$ cat config.mk
export PLATFORM = sky130hd
export DESIGN_NAME = bus_decode_wait
export DESIGN_NICKNAME = d
export VERILOG_FILES = /design/src/rtl/bus_decode_pkg.sv /design/src/rtl/bus_decode_path.sv /design/src/rtl/bus_decode_ctrl.sv /design/src/rtl/bus_decode_wait.sv
export SDC_FILE = /design/constraint.sdc
export NUM_CORES = 1
export LEC_CHECK = 0
export CORE_MARGIN = 4
export CORE_UTILIZATION = 47
export DETAILED_ROUTE_END_ITERATION = 10
export GPL_TIMING_DRIVEN = 0
export PLACE_DENSITY = 0.78
export SYNTH_ARGS = -nofsm -noshare
export SYNTH_HDL_FRONTEND = slang
export SYNTH_HIERARCHICAL = 1
export SYNTH_SLANG_ARGS = --single-unit
$ cat constraint.sdc
create_clock -name clk -period 3.4 [get_ports clk]
set_clock_uncertainty 0.2 [all_clocks]
set_input_delay 0.34 -clock clk [delete_from_list [all_inputs] [get_ports clk]]
set_output_delay 0.34 -clock clk [all_outputs]
set_load 0.01 [all_outputs]
$ cat src/rtl/bus_decode_pkg.sv
package bus_decode_pkg;

  // Strobes from the wait control to the decode datapath.
  typedef struct packed {
    logic enable;  // out of reset
    logic stall;   // hold processor ready low this cycle
  } ctrl_t;

endpackage

$ cat src/rtl/bus_decode_path.sv
module bus_decode_path
  import bus_decode_pkg::*;
#(
  parameter int DEC_W   = 6,
  parameter int SLOT_W  = 2,
  parameter int IO_DEVS = 3
) (
  input  logic               clk,
  input  logic               rstN,
  input  logic [DEC_W-1:0]   addrHi,
  input  logic               rdWrN,
  input  logic               phi2,
  input  ctrl_t              ctrl,
  output logic               ramSelN,
  output logic [1:0]         romSelN,
  output logic [IO_DEVS-1:0] ioSelN,
  output logic               rdStbN,
  output logic               wrStbN,
  output logic               ready,
  output logic               slowAccess
);

  localparam int NIB_W = DEC_W - SLOT_W;

  logic [NIB_W-1:0]  pageNib;
  logic [SLOT_W-1:0] ioSlot;
  logic ramHit, romLoHit, romHiHit, ioPageHit;
  logic [IO_DEVS-1:0] ioHit;

  assign pageNib = addrHi[DEC_W-1 -: NIB_W];
  assign ioSlot  = addrHi[SLOT_W-1:0];

  always_comb begin
    ramHit    = (pageNib < NIB_W'(4'hC));
    romLoHit  = (pageNib == NIB_W'(4'hC));
    ioPageHit = (pageNib == NIB_W'(4'hD));
    romHiHit  = (pageNib >= NIB_W'(4'hE));
  end

  for (genvar i = 0; i < IO_DEVS; i++) begin : g_ioDev
    assign ioHit[i] = ioPageHit && (ioSlot == SLOT_W'(i));
    assign ioSelN[i] = ~(ctrl.enable && ioHit[i]);
  end

  assign ramSelN    = ~(ctrl.enable && ramHit);
  assign romSelN[0] = ~(ctrl.enable && romLoHit);
  assign romSelN[1] = ~(ctrl.enable && romHiHit);

  assign slowAccess = romLoHit || romHiHit || ioPageHit;

  assign rdStbN = ~(ctrl.enable && phi2 && rdWrN);
  assign wrStbN = ~(ctrl.enable && phi2 && !rdWrN);
  assign ready  = ~(ctrl.enable && ctrl.stall);

  assert_one_select_R4: assert property (@(posedge clk) disable iff (!rstN)
    $onehot0({~ramSelN, ~romSelN, ~ioSelN}));

  assert_strobe_excl_R6: assert property (@(posedge clk) disable iff (!rstN)
    !rdStbN |-> wrStbN);

  assert_strobe_phase_R6: assert property (@(posedge clk) disable iff (!rstN)
    !phi2 |-> (rdStbN && wrStbN));

  assert_ram_fast_R7: assert property (@(posedge clk) disable iff (!rstN)
    !ramSelN |-> ready);

endmodule

$ cat src/rtl/bus_decode_ctrl.sv
module bus_decode_ctrl
  import bus_decode_pkg::*;
#(
  parameter int ADDR_W = 16,
  parameter int WAIT_W = 2
) (
  input  logic              clk,
  input  logic              rstN,
  input  logic [ADDR_W-1:0] addr,
  input  logic              rdWrN,
  input  logic              slowAccess,
  input  logic [WAIT_W-1:0] waitCfg,
  output ctrl_t             ctrl
);

  localparam int CNT_W = WAIT_W + 1;

  logic [WAIT_W-1:0] waitCnt;
  logic              doneFlag;
  logic [ADDR_W-1:0] lastAddr;
  logic              lastRdWrN;
  logic              sameCycle;
  logic              doneEff;
  logic              stall;
  logic [CNT_W-1:0]  cfgEff;
  logic              finishing;

  assign cfgEff    = (waitCfg == '0) ? CNT_W'(1) : {1'b0, waitCfg};
  assign sameCycle = (addr == lastAddr) && (rdWrN == lastRdWrN);
  assign doneEff   = doneFlag && sameCycle;
  assign stall     = rstN && slowAccess && !doneEff;
  assign finishing = stall && (({1'b0, waitCnt} + CNT_W'(1)) >= cfgEff);

  always_ff @(posedge clk or negedge rstN) begin
    if (!rstN) begin
      waitCnt   <= '0;
      doneFlag  <= 1'b0;
      lastAddr  <= '0;
      lastRdWrN <= 1'b1;
    end else if (finishing) begin
      waitCnt   <= '0;
      doneFlag  <= 1'b1;
      lastAddr  <= addr;
      lastRdWrN <= rdWrN;
    end else if (stall) begin
      waitCnt <= waitCnt + WAIT_W'(1);
    end else begin
      waitCnt <= '0;
      if (!doneEff) doneFlag <= 1'b0;
    end
  end

  assign ctrl.enable = rstN;
  assign ctrl.stall  = stall;

  assert_count_bound_R8: assert property (@(posedge clk) disable iff (!rstN)
    stall |-> ({1'b0, waitCnt} < cfgEff));

  assert_no_restart_R9: assert property (@(posedge clk) disable iff (!rstN)
    finishing ##1 ($stable(addr) && $stable(rdWrN)) |-> !ctrl.stall);

endmodule

$ cat src/rtl/bus_decode_wait.sv
module bus_decode_wait
  import bus_decode_pkg::*;
#(
  parameter int ADDR_W  = 16,
  parameter int WAIT_W  = 2,
  parameter int IO_DEVS = 3,
  parameter int IO_SLOTS = 4
) (
  input  logic               clk,
  input  logic               rstN,
  input  logic [ADDR_W-1:0]  addr,
  input  logic               rdWrN,
  input  logic               phi2,
  input  logic [WAIT_W-1:0]  waitCfg,
  output logic               ramSelN,
  output logic [1:0]         romSelN,
  output logic [IO_DEVS-1:0] ioSelN,
  output logic               rdStbN,
  output logic               wrStbN,
  output logic               ready
);

  localparam int SLOT_W = $clog2(IO_SLOTS);
  localparam int DEC_W  = 4 + SLOT_W;

  ctrl_t ctrl;
  logic  slowAccess;

  bus_decode_path #(
    .DEC_W(DEC_W), .SLOT_W(SLOT_W), .IO_DEVS(IO_DEVS)
  ) u_path (
    .clk(clk), .rstN(rstN),
    .addrHi(addr[ADDR_W-1 -: DEC_W]),
    .rdWrN(rdWrN), .phi2(phi2), .ctrl(ctrl),
    .ramSelN(ramSelN), .romSelN(romSelN), .ioSelN(ioSelN),
    .rdStbN(rdStbN), .wrStbN(wrStbN), .ready(ready),
    .slowAccess(slowAccess)
  );

  bus_decode_ctrl #(
    .ADDR_W(ADDR_W), .WAIT_W(WAIT_W)
  ) u_ctrl (
    .clk(clk), .rstN(rstN), .addr(addr), .rdWrN(rdWrN),
    .slowAccess(slowAccess), .waitCfg(waitCfg), .ctrl(ctrl)
  );

endmodule

==> out/summary.txt <==
status = finished with violations
violated checks = negative hold slack
FFs w/ async S/R, synth = 1.00
global route overflow = 0
Worst-path clk slew = 0.11 ns
Ys Warns = 6
area leader, netlist = dfrtp_1
crit-path leading delay family = buffers and inverters
num rows = 17
ranking of synthesized cells by area = dfrtp_1, mux2_2, xnor2_1, xor2_1, dfstp_2
Synth cell types = 29
gr usage total = 0.161
syn_nets = 119
Final Power = 702 uW
routability cong. = 0.743
Seq pwr share = 0.468
CP bufs+invs = 3
r2r setup slk = 0.82 ns
Slowest cell on crit path = clkdlybuf4s50_1
Post-synth EDFFs = 0
Sum Neg Setup Slack = 0 ns
peak supply drop = 327 uV
Int Pwr = 527 uW
worst rel slew slack = 0.367
TritonRoute pass-1 iters = 4
number of diodes = 0
first-pass GRT wire length = 4.04 mm
Clock power frac = 0.280
Routed Antenna Nets = 0
PD cells = 460 nW/um^2
most used cell, CP = clkdlybuf4s50_1
initial core utilization = 0.503
Fin. Hold Viols = 19
Crit Path Max Fanout = 5
crit path launch type = input port
Core Box Area = 2250 um^2
Final nets = 154
Iter 0 DRT Violations = 10
CTS Buffer Depth = 2
CP Capture Type = primary output
Tmin final = 2.95 ns
CP arrival = 2.41 ns
Worst Max-Slew Pin Slew = 0.948 ns
Synth Register Bits = 20
IO buf count = 30
share of layout cells above drive strength 1 = 0.234
mapped cell area = 1130 um^2
Net Sw Frac = 0.249
worst hold slack = -0.0461 ns
DR WL/cell = 14.3 um
max-slew violations = 0
CTS H-tree lvls = 1
vias in the first global route = 884
Final Setup Violations = 0
clk sink count = 20
final WL = 2.24 mm
CTS buffer count = 3
Sw Pwr = 175 uW
Area growth syn-to-layout = 34.4%
Remaining DRCs = 0
largest net degree at the start of global routing = 23
Synth top area share = 0.419
Worst path max stage delay = 0.56 ns
mean cell area of the mapped netlist = 12.1 um^2
RSZ-0062 raised after global routing = false
# IOs = 31
Die Wd = 57.1 um
detailed-route via count = 831
hold_buf cts = 0
WS Path Type = in2out
Logic pwr share = 0.252
Seq/Total Area, Yosys = 0.443
Achievable Freq = 339 MHz
CTS tree = done
gate count of the mapped netlist = 94
WP data required = 2.86 ns
Max-Cap Viols = 0
leak pwr = 0.000618 uW
placed wire-length estimate = 1.75 mm
worst skew pair latency = 0.31 ns
Synth Flop Type = dfrtp_1
HP Class = in2async
Vias/cell = 5.33
Die ar. = 3260 um^2
crit path cell chain = clkdlybuf4s50_1 -> xnor2_1 -> nand4_1 -> nor3_2 -> a21oi_1 -> buf_4 -> nand2_1 -> clkdlybuf4s50_1
initial antenna violation count = 0
clock root buffer = clkbuf_4
Die Ht = 57.1 um
Final Cycle Share = 0.867
==> power groups by stage <==
| stage | clock network [uW] | logic [uW] | registers [uW] |
|---|---|---|---|
| 6_report | 196 | 177 | 328 |
| 3_5_place_dp | 0 | 178 | 334 |
| 4_1_cts | 205 | 180 | 329 |
| 2_1_floorplan | 0 | 121 | 327 |
| 3_3_place_gp | 0 | 172 | 331 |
| 5_1_grt | 216 | 195 | 337 |
==> cell families after synthesis <==
| group | share of synthesized area |
|---|---|
| and+or+nand+nor | 0.144 |
| DFF | 0.443 |
| xor gates and xnor gates | 0.131 |
| muxes | 0.169 |
| buffers and inverters | 0.0342 |
| AOI/OAI and AO/OA | 0.0397 |
| adders and majority gates | 0.0397 |
==> layout by cell type, fill, tap and decap left out, types with 3 or more instances in the layout <==
| master | netlist | layout |
|---|---|---|
| clkdlybuf4s50_1 | 0 | 29 |
| clkbuf_4 | 0 | 3 |
| nand2b_1 | 3 | 3 |
| nor2_1 | 3 | 3 |
| xor2_1 | 4 | 4 |
| nand3_1 | 4 | 4 |
| mux2_2 | 17 | 17 |
| nand4_1 | 3 | 3 |
| dfrtp_1 | 19 | 19 |
| xnor2_1 | 13 | 13 |
| nand2_1 | 3 | 3 |
==> registers in the layout, indices dropped and copies added (netlist names) <==
signal and count:
u_ctrl/doneFlag 1, u_ctrl/lastAddr 16, u_ctrl/lastRdWrN 1, u_ctrl/waitCnt 2
==> Yosys cell counts, types with 2 or more instances <==
| master | count |
|---|---|
| a21oi_1 | 2 |
| buf_4 | 2 |
| dfrtp_1 | 19 |
| ha_1 | 2 |
| inv_1 | 2 |
| mux2_2 | 17 |
| nand2_1 | 3 |
| nand2b_1 | 3 |
| nand3_1 | 4 |
| nand4_1 | 3 |
| nand4b_1 | 2 |
| nor2_1 | 3 |
| xnor2_1 | 13 |
| xor2_1 | 4 |
==> timing repair <==
| item | CTS | global route |
|---|---|---|
| resized for setup | 0 | 1 |
| setup endpoints to repair | 0 | 1 |
| buffers inserted | 0 | 0 |
==> final timing paths <==
kind,startpoint,endpoint,cells past startpoint
worst max-delay path,addr[13],ready,8
min in group clk,u_ctrl/lastAddr[2],u_ctrl/lastAddr[2],1
max in group asynchronous,rstN,u_ctrl/lastAddr[4],1
worst max register to register,u_ctrl/waitCnt[0],u_ctrl/lastAddr[1],5
worst min-delay path,rstN,u_ctrl/lastAddr[5],1
worst min register to register,u_ctrl/lastAddr[2],u_ctrl/lastAddr[2],1
==> routing by layer <==
| metal | share of wire | track usage | vias to the layer above | wire, um |
|---|---|---|---|---|
| met5 | 0 | 0 | - | 0 |
| met4 | 0.021 | 0.0695 | 0 | 47 |
| met3 | 0.045 | 0.0317 | 5 | 100 |
| met2 | 0.53 | 0.290 | 18 | 1190 |
| met1 | 0.40 | 0.182 | 408 | 899 |
| li1 | - | - | 400 | - |
==> metrics by stage <==
step | cell area, um^2 | std cells | util | worst slack [ns] | hold slack, ns
floorplan | 1130 | 94 | - | 1.08 | -0.156
global placement | 1470 | 152 | 0.651 | 0.188 | 0.310
detailed placement | 1470 | 152 | 0.651 | 0.164 | 0.316
CTS | 1520 | 156 | 0.675 | 0.164 | 0.344
global route | 1520 | 156 | 0.676 | 0.295 | 0.00311
finish | 1520 | 156 | 0.676 | 0.453 | -0.0461
==> area by class of cell <==
| cell class | count | area (um^2) |
|---|---|---|
| clock inverter | 1 | 30.0 |
| timing repair buffer | 30 | 303 |
| buffer | 4 | 31.3 |
| tap | 28 | 35.0 |
| multi-input combinational | 68 | 593 |
| clock buffer | 3 | 22.5 |
| sequential | 20 | 502 |
| fill | 192 | 731 |
| inverter | 2 | 7.51 |
Note: power is estimated with default switching activity, not from simulation.
